File: src/rtl/refresh_pkg.sv
// Package: shared types for the refresh scheduler.
// Assumes: nothing beyond the standard language.
package refresh_pkg;

    // Phases of one refresh cycle on the strobes.
    typedef enum logic [1:0] {
        PH_IDLE   = 2'd0,
        PH_LEAD   = 2'd1,
        PH_ACTIVE = 2'd2,
        PH_PRECH  = 2'd3
    } ref_phase_e;

endpackage

File: src/rtl/refresh_interval_timer.sv
// Module: refresh_interval_timer
// Emits a one-clock credit pulse every INTERVAL clocks, the first one
// INTERVAL clocks after reset release.
// Assumes: INTERVAL >= 2.
module refresh_interval_timer #(
    parameter int unsigned INTERVAL = 781
) (
    input  logic clk,
    input  logic rst_n,
    output logic tick
);
    localparam int unsigned TW = (INTERVAL > 1) ? $clog2(INTERVAL) : 1;
    localparam logic [TW-1:0] RELOAD = TW'(INTERVAL - 1);

    logic [TW-1:0] remain;

    // Credit pulse when the countdown reaches zero.
    always_comb tick = (remain == '0);

    // Countdown with reload on every credit.
    always_ff @(posedge clk) begin
        if (!rst_n)
            remain <= RELOAD;
        else if (tick)
            remain <= RELOAD;
        else
            remain <= remain - 1'b1;
    end
endmodule

File: src/rtl/refresh_backlog.sv
// Module: refresh_backlog
// Counts refresh credits not yet served. It saturates at MAX_PENDING:
// a credit arriving at full with no simultaneous start is dropped.
// Assumes: take is asserted only while pending is nonzero.
module refresh_backlog #(
    parameter int unsigned MAX_PENDING = 8,
    parameter int unsigned PEND_W      = 4
) (
    input  logic              clk,
    input  logic              rst_n,
    input  logic              tick,
    input  logic              take,
    output logic [PEND_W-1:0] pending,
    output logic              full,
    output logic              nonzero
);
    localparam logic [PEND_W-1:0] LIMIT = PEND_W'(MAX_PENDING);

    logic inc;

    // Status decode and credit acceptance.
    always_comb begin
        full    = (pending == LIMIT);
        nonzero = (pending != '0);
        inc     = tick && (!full || take);
    end

    // Backlog update: one up per credit, one down per start.
    always_ff @(posedge clk) begin
        if (!rst_n)
            pending <= '0;
        else begin
            case ({inc, take})
                2'b10:   pending <= pending + 1'b1;
                2'b01:   pending <= pending - 1'b1;
                default: pending <= pending;
            endcase
        end
    end
endmodule

File: src/rtl/refresh_row_counter.sv
// Module: refresh_row_counter
// Row address for row-addressed refresh. It wraps modulo 2**ROW_W and
// advances once per completed row-addressed cycle.
// Assumes: ROWS is a power of two.
module refresh_row_counter #(
    parameter int unsigned ROW_W = 9
) (
    input  logic             clk,
    input  logic             rst_n,
    input  logic             adv,
    output logic [ROW_W-1:0] row
);
    // Step the row on each completion.
    always_ff @(posedge clk) begin
        if (!rst_n)
            row <= '0;
        else if (adv)
            row <= row + 1'b1;
    end
endmodule

File: src/rtl/refresh_seq_fsm.sv
// Module: refresh_seq_fsm
// Sequences one refresh: lead (CAS low or address set up), RAS active,
// then precharge. In CAS-first mode it chains straight from precharge
// into the next RAS pulse when another start is allowed.
// Assumes: T_LEAD, T_RAS, T_RP >= 1; can_go is computed by the arbiter.
module refresh_seq_fsm
    import refresh_pkg::*;
#(
    parameter int unsigned T_LEAD = 1,
    parameter int unsigned T_RAS  = 5,
    parameter int unsigned T_RP   = 3
) (
    input  logic clk,
    input  logic rst_n,
    input  logic mode_cbr,
    input  logic can_go,
    output logic take,
    output logic row_done,
    output logic ras_n,
    output logic cas_n,
    output logic addr_en,
    output logic busy
);
    localparam int unsigned TMAX = (T_LEAD > T_RAS) ?
                                   ((T_LEAD > T_RP) ? T_LEAD : T_RP) :
                                   ((T_RAS  > T_RP) ? T_RAS  : T_RP);
    localparam int unsigned CW = $clog2(TMAX + 1);
    localparam logic [CW-1:0] LEAD_LD = CW'(T_LEAD - 1);
    localparam logic [CW-1:0] RAS_LD  = CW'(T_RAS - 1);
    localparam logic [CW-1:0] RP_LD   = CW'(T_RP - 1);

    ref_phase_e    phase, phase_nxt;
    logic [CW-1:0] cnt, cnt_nxt;
    logic          mode_q, mode_nxt;

    // Next phase, phase timer and start/complete events.
    always_comb begin
        phase_nxt = phase;
        cnt_nxt   = cnt;
        mode_nxt  = mode_q;
        take      = 1'b0;
        row_done  = 1'b0;
        case (phase)
            PH_IDLE: begin
                if (can_go) begin
                    phase_nxt = PH_LEAD;
                    cnt_nxt   = LEAD_LD;
                    mode_nxt  = mode_cbr;
                    take      = 1'b1;
                end
            end
            PH_LEAD: begin
                if (cnt == '0) begin
                    phase_nxt = PH_ACTIVE;
                    cnt_nxt   = RAS_LD;
                end else
                    cnt_nxt = cnt - 1'b1;
            end
            PH_ACTIVE: begin
                if (cnt == '0) begin
                    phase_nxt = PH_PRECH;
                    cnt_nxt   = RP_LD;
                end else
                    cnt_nxt = cnt - 1'b1;
            end
            PH_PRECH: begin
                if (cnt == '0) begin
                    row_done = !mode_q;
                    if (mode_q && mode_cbr && can_go) begin
                        phase_nxt = PH_ACTIVE;
                        cnt_nxt   = RAS_LD;
                        take      = 1'b1;
                    end else
                        phase_nxt = PH_IDLE;
                end else
                    cnt_nxt = cnt - 1'b1;
            end
            default: phase_nxt = PH_IDLE;
        endcase
    end

    // Phase, timer and latched mode registers.
    always_ff @(posedge clk) begin
        if (!rst_n) begin
            phase  <= PH_IDLE;
            cnt    <= '0;
            mode_q <= 1'b0;
        end else begin
            phase  <= phase_nxt;
            cnt    <= cnt_nxt;
            mode_q <= mode_nxt;
        end
    end

    // Strobe and bus-ownership decode from the registered phase.
    always_comb begin
        busy    = (phase != PH_IDLE);
        ras_n   = (phase != PH_ACTIVE);
        cas_n   = !(mode_q && busy);
        addr_en = !mode_q && ((phase == PH_LEAD) || (phase == PH_ACTIVE));
    end
endmodule

File: src/rtl/dram_refresh_sched.sv
// Module: dram_refresh_sched (top)
// Spreads ROWS refreshes across RETENTION_MS. It queues missed credits
// and arbitrates with the access port: refresh yields to a busy port
// unless the backlog is full.
// Assumes: CLK_KHZ*RETENTION_MS/ROWS >= 2 and ROWS is a power of two.
module dram_refresh_sched #(
    parameter int unsigned CLK_KHZ      = 50000,
    parameter int unsigned RETENTION_MS = 8,
    parameter int unsigned ROWS         = 512,
    parameter int unsigned MAX_PENDING  = 8,
    parameter int unsigned T_LEAD       = 1,
    parameter int unsigned T_RAS        = 5,
    parameter int unsigned T_RP         = 3,
    localparam int unsigned ROW_W       = $clog2(ROWS),
    localparam int unsigned PEND_W      = $clog2(MAX_PENDING + 1)
) (
    input  logic              clk,
    input  logic              rst_n,
    input  logic              mode_cbr,
    input  logic              acc_busy,
    output logic              ras_n,
    output logic              cas_n,
    output logic              addr_en,
    output logic [ROW_W-1:0]  row_addr,
    output logic [PEND_W-1:0] pending,
    output logic              ref_req,
    output logic              ref_busy,
    output logic              acc_hold
);
    localparam int unsigned INTERVAL = CLK_KHZ * RETENTION_MS / ROWS;

    logic tick, take, row_done, full, nonzero, can_go;

    refresh_interval_timer #(.INTERVAL(INTERVAL)) u_timer (
        .clk   (clk),
        .rst_n (rst_n),
        .tick  (tick)
    );

    refresh_backlog #(.MAX_PENDING(MAX_PENDING), .PEND_W(PEND_W)) u_backlog (
        .clk     (clk),
        .rst_n   (rst_n),
        .tick    (tick),
        .take    (take),
        .pending (pending),
        .full    (full),
        .nonzero (nonzero)
    );

    // Arbitration: yield to the access port unless the backlog is full.
    always_comb begin
        can_go   = nonzero && (!acc_busy || full);
        ref_req  = nonzero;
        acc_hold = full;
    end

    refresh_seq_fsm #(.T_LEAD(T_LEAD), .T_RAS(T_RAS), .T_RP(T_RP)) u_seq (
        .clk      (clk),
        .rst_n    (rst_n),
        .mode_cbr (mode_cbr),
        .can_go   (can_go),
        .take     (take),
        .row_done (row_done),
        .ras_n    (ras_n),
        .cas_n    (cas_n),
        .addr_en  (addr_en),
        .busy     (ref_busy)
    );

    refresh_row_counter #(.ROW_W(ROW_W)) u_row (
        .clk   (clk),
        .rst_n (rst_n),
        .adv   (row_done),
        .row   (row_addr)
    );
endmodule

File: config.mk
export PLATFORM = sky130hd
export DESIGN_NAME = dram_refresh_sched
export DESIGN_NICKNAME = d
export VERILOG_FILES = /design/src/rtl/refresh_pkg.sv /design/src/rtl/refresh_interval_timer.sv /design/src/rtl/refresh_backlog.sv /design/src/rtl/refresh_row_counter.sv /design/src/rtl/refresh_seq_fsm.sv /design/src/rtl/dram_refresh_sched.sv
export SDC_FILE = /design/constraint.sdc
export NUM_CORES = 1
export LEC_CHECK = 0
export CAP_MARGIN = 15
export CORE_AREA = 2 2 83 85
export CTS_BUF_LIST = sky130_fd_sc_hd__clkbuf_8
export DETAILED_ROUTE_END_ITERATION = 10
export DIE_AREA = 0 0 85 87
export PLACE_DENSITY_LB_ADDON = 0.12
export SYNTH_ARGS = -nofsm -noshare
export SYNTH_HDL_FRONTEND = slang
export SYNTH_HIERARCHICAL = 1
export SYNTH_SLANG_ARGS = --single-unit
export TNS_END_PERCENT = 20
File: constraint.sdc
create_clock -name clk -period 5.8 [get_ports clk]
set_input_delay 0.58 -clock clk [delete_from_list [all_inputs] [get_ports clk]]
set_output_delay 0.58 -clock clk [all_outputs]
set_load 0.02 [all_outputs]
==> metrics.csv <==
metric;value;unit
result of the run;finished, final reports clean;
wirelength, routed;3360;microns
fraction of the yosys area taken by sequential cells;0.366;
number of buffer cells added on primary ports;22;
time the final worst path needs with I/O delays and setup;2810;ps
top cells by instance count after synthesis;sky130_fd_sc_hd__dfxtp_1, sky130_fd_sc_hd__nand2_1, sky130_fd_sc_hd__inv_1;
worst ir drop on vdd;0.000117;V
total iterations of the first detailed-routing run;4;
highest clock frequency the design can meet;356;MHz
largest fanout on the critical path;7;
max incr delay on CP;570;ps
overall die width;85;microns
number of violations reported at the end of detailed-routing iteration 0;128;
DIE AREA;0.00740;sq mm
final cell count without fillers;285;
final-report hold violation count;0;
Vias/cell;4.71;
post-synthesis instance total;178;
post-synth design cell area;0.00159;sq mm
setup repair after global routing missed its margin;false;
# fillers;701;
drc violations;0;
cell type with the highest aggregate area in the netlist;sky130_fd_sc_hd__dfxtp_1;
fraction of registers with async set or reset after synthesis;0;
sum of net half-perimeters after detailed placement;2450;microns
worst setup slack for register-to-register paths;2990;ps
antenna violation net count after detailed routing;0;
Crit Path Category;reg2reg;
top cells by area, synth;sky130_fd_sc_hd__dfxtp_1, sky130_fd_sc_hd__ha_1, sky130_fd_sc_hd__a21boi_1;
relative slew slack;0.555;
mean cell area of the mapped netlist;8.91;sq um
largest buffer count on any clock path;2;
Net Count, Synth;190;
number of storage elements in the synthesis netlist;29;
I/O pin count;23;
antenna fix cells;0;
post-cts repair resize count;0;
series of cell instances along the critical path;or4b_4 -> inv_1 -> inv_1 -> a21boi_1 -> nor3b_1 -> nand2b_1 -> xnor2_1 -> ha_1 -> nor4b_1 -> a31oi_1 -> mux2i_1;
number of synthesis warnings;6;
height of the die;87;microns
Syn-to-layout area delta;24.9;%
max-cap violations;0;
maximum number of pins on one net before global-route repair;35;
CTS tree;done;
TNS Setup;0;ps
remaining global-route overflow;0;
number of placed cells counting well taps;277;
number of nets in the layout;216;
number of antenna violations at the first check in global routing;0;
Crit path required time;5960;ps
number of slew-limit violations in the final report;0;
Slowest cell on crit path;sky130_fd_sc_hd__or4b_4;
Std-Cell Rows;30;
ys flop type;sky130_fd_sc_hd__dfxtp_1;
CP startpoint kind;register;
Gate power share;0.057;
clock latency of the later-clocked register in the worst-skew pair;280;ps
H-tree lvl count;2;
final weighted congestion in routability-driven placement;0.724;
power density over the cells;199;mW/mm^2
detailed-route wire length per cell;11.8;microns
Post-Route Skew;9.36;ps
fraction of synthesized cell area taken by the top area cell type;0.366;
Reg clk slew, reported paths;70;ps
count of different cell masters after synthesis;49;
nature of the critical path endpoint;register;
most numerous cell in the Yosys netlist;sky130_fd_sc_hd__dfxtp_1;
worst endpoint data arrival time;2970;ps
count of hold buffers inserted by post-cts repair;0;
switching power summed over all nets;0.0969;mW
clock root buffer master;sky130_fd_sc_hd__clkbuf_8;
number of buffers inserted to repair setup after CTS;0;
Crit path top cell by count;sky130_fd_sc_hd__inv_1;
leakage;0.754;nW
class of the worst hold path;reg2reg;
Placeable Area;0.00657;sq mm
starting density of the core;0.242;
net switching share of the total power;0.246;
clock network fraction of design power;0.413;
layout cell share with drive strength beyond 1;0.0976;
post-route fraction of the period consumed by the critical path;0.485;
transition time at the pin with the least slew margin;665;ps
vias in the first global route;1278;
proportion of power drawn by flip-flops and latches;0.530;
total of endpoints with negative setup slack in the final report;0;
total CTS buffers;5;
total vias in the final route;1342;
count of flip-flops with a built-in enable after synthesis;0;
wire length of the first global-routing pass;5840;microns
gr usage total;0.0998;
internal power;0.298;mW
clock net sink count;29;
## final timing paths
kind,end,start,cells past startpoint
setup / recovery,u_backlog/pending[2],u_backlog/pending[0],11
hold / removal,u_timer/remain[0],u_timer/remain[0],1
setup reg to reg,u_backlog/pending[2],u_backlog/pending[0],11
hold reg to reg,u_timer/remain[0],u_timer/remain[0],1
## power by group through the flow
| stage | clock [mW] | combinational, mW | sequential [mW] |
|---|---|---|---|
| after detailed placement | 0 | 0.0232 | 0.214 |
| after CTS | 0.172 | 0.0232 | 0.209 |
| final | 0.163 | 0.0226 | 0.209 |
| after global placement | 0 | 0.0232 | 0.213 |
| after floorplan | 0 | 0.0153 | 0.212 |
| after global routing | 0.182 | 0.0265 | 0.210 |
## flip-flops by register name, indices dropped and copies added, names as in the netlist
name	cells
u_timer/remain	10
u_seq/phase	2
u_seq/mode_q	1
u_backlog/pending	4
u_seq/cnt	3
u_row/row	9
## cell usage in the layout, fill, tap and decap left out, types with 2 or more instances in the layout
cell and n:
sky130_fd_sc_hd__a21boi_1 7, sky130_fd_sc_hd__a21oi_1 6, sky130_fd_sc_hd__and2_1 4, sky130_fd_sc_hd__clkbuf_8 5
sky130_fd_sc_hd__clkdlybuf4s50_1 22, sky130_fd_sc_hd__clkinv_2 2, sky130_fd_sc_hd__dfxtp_1 29, sky130_fd_sc_hd__ha_1 8
sky130_fd_sc_hd__inv_1 11, sky130_fd_sc_hd__mux2i_1 5, sky130_fd_sc_hd__nand2_1 14, sky130_fd_sc_hd__nand2b_1 5
sky130_fd_sc_hd__nand3_1 5, sky130_fd_sc_hd__nand4_1 4, sky130_fd_sc_hd__nor2_1 9, sky130_fd_sc_hd__nor2b_1 4
sky130_fd_sc_hd__nor3_1 2, sky130_fd_sc_hd__nor4_1 2, sky130_fd_sc_hd__o21ai_0 7, sky130_fd_sc_hd__o22ai_1 3
sky130_fd_sc_hd__o31ai_1 6, sky130_fd_sc_hd__or2_2 2, sky130_fd_sc_hd__or3_1 6, sky130_fd_sc_hd__or4_1 5
sky130_fd_sc_hd__xnor2_1 5
## metrics by stage
| step | cell area [sq um] | hold WS, ps | worst slack (ps) | total power [mW] | util |
|---|---|---|---|---|---|
| final | 1980 | 465 | 2990 | 0.394 | 0.302 |
| after CTS | 1980 | 471 | 2910 | 0.404 | 0.302 |
| after global routing | 1980 | 499 | 2640 | 0.419 | 0.302 |
| after detailed placement | 1900 | 453 | 2950 | 0.237 | 0.289 |
| after floorplan | 1590 | 421 | 3070 | 0.227 | - |
| after global placement | 1900 | 439 | 3040 | 0.237 | 0.289 |
## metal layers
layer | vias to the layer above | share of wire | GRT usage
met5 | - | 0 | 0
met4 | 0 | 0.0086 | 0.0390
met3 | 2 | 0.029 | 0.0379
met2 | 14 | 0.46 | 0.157
met1 | 624 | 0.50 | 0.124
li1 | 702 | - | -
## cell type report
cell class	count	area (sq um)	area share
inverters	11	41.3	0.0208
repair buffers	23	228	0.115
flip-flops and latches	29	581	0.293
well taps	80	100	0.0505
clock inverters	3	17.5	0.00884
multi-input cells	134	946	0.477
clock buffers	5	68.8	0.0347
## critical path, delay by kind of cell (launching register included)
kind                       cells  cell delay (ps)
muxes                          1              130
DFF                            1              370
adders and majority gates      1              200
buffers and inverters          2              120
and+or+nand+nor                4             1350
xor gates and xnor gates       1              160
AOI/OAI and AO/OA              2              370
## kinds of logic (layout without fill, tap and decap cells)
kind of cell / Yosys count / after routing / synth area share
AOI/OAI and AO/OA: 42 / 42 / 0.188
xor gates and xnor gates: 6 / 6 / 0.0331
adders and majority gates: 8 / 8 / 0.0631
buffers and inverters: 15 / 42 / 0.0379
DFF: 29 / 29 / 0.366
muxes: 5 / 5 / 0.0315
and+or+nand+nor: 73 / 73 / 0.280
Note: power is estimated with default switching activity, not from simulation.
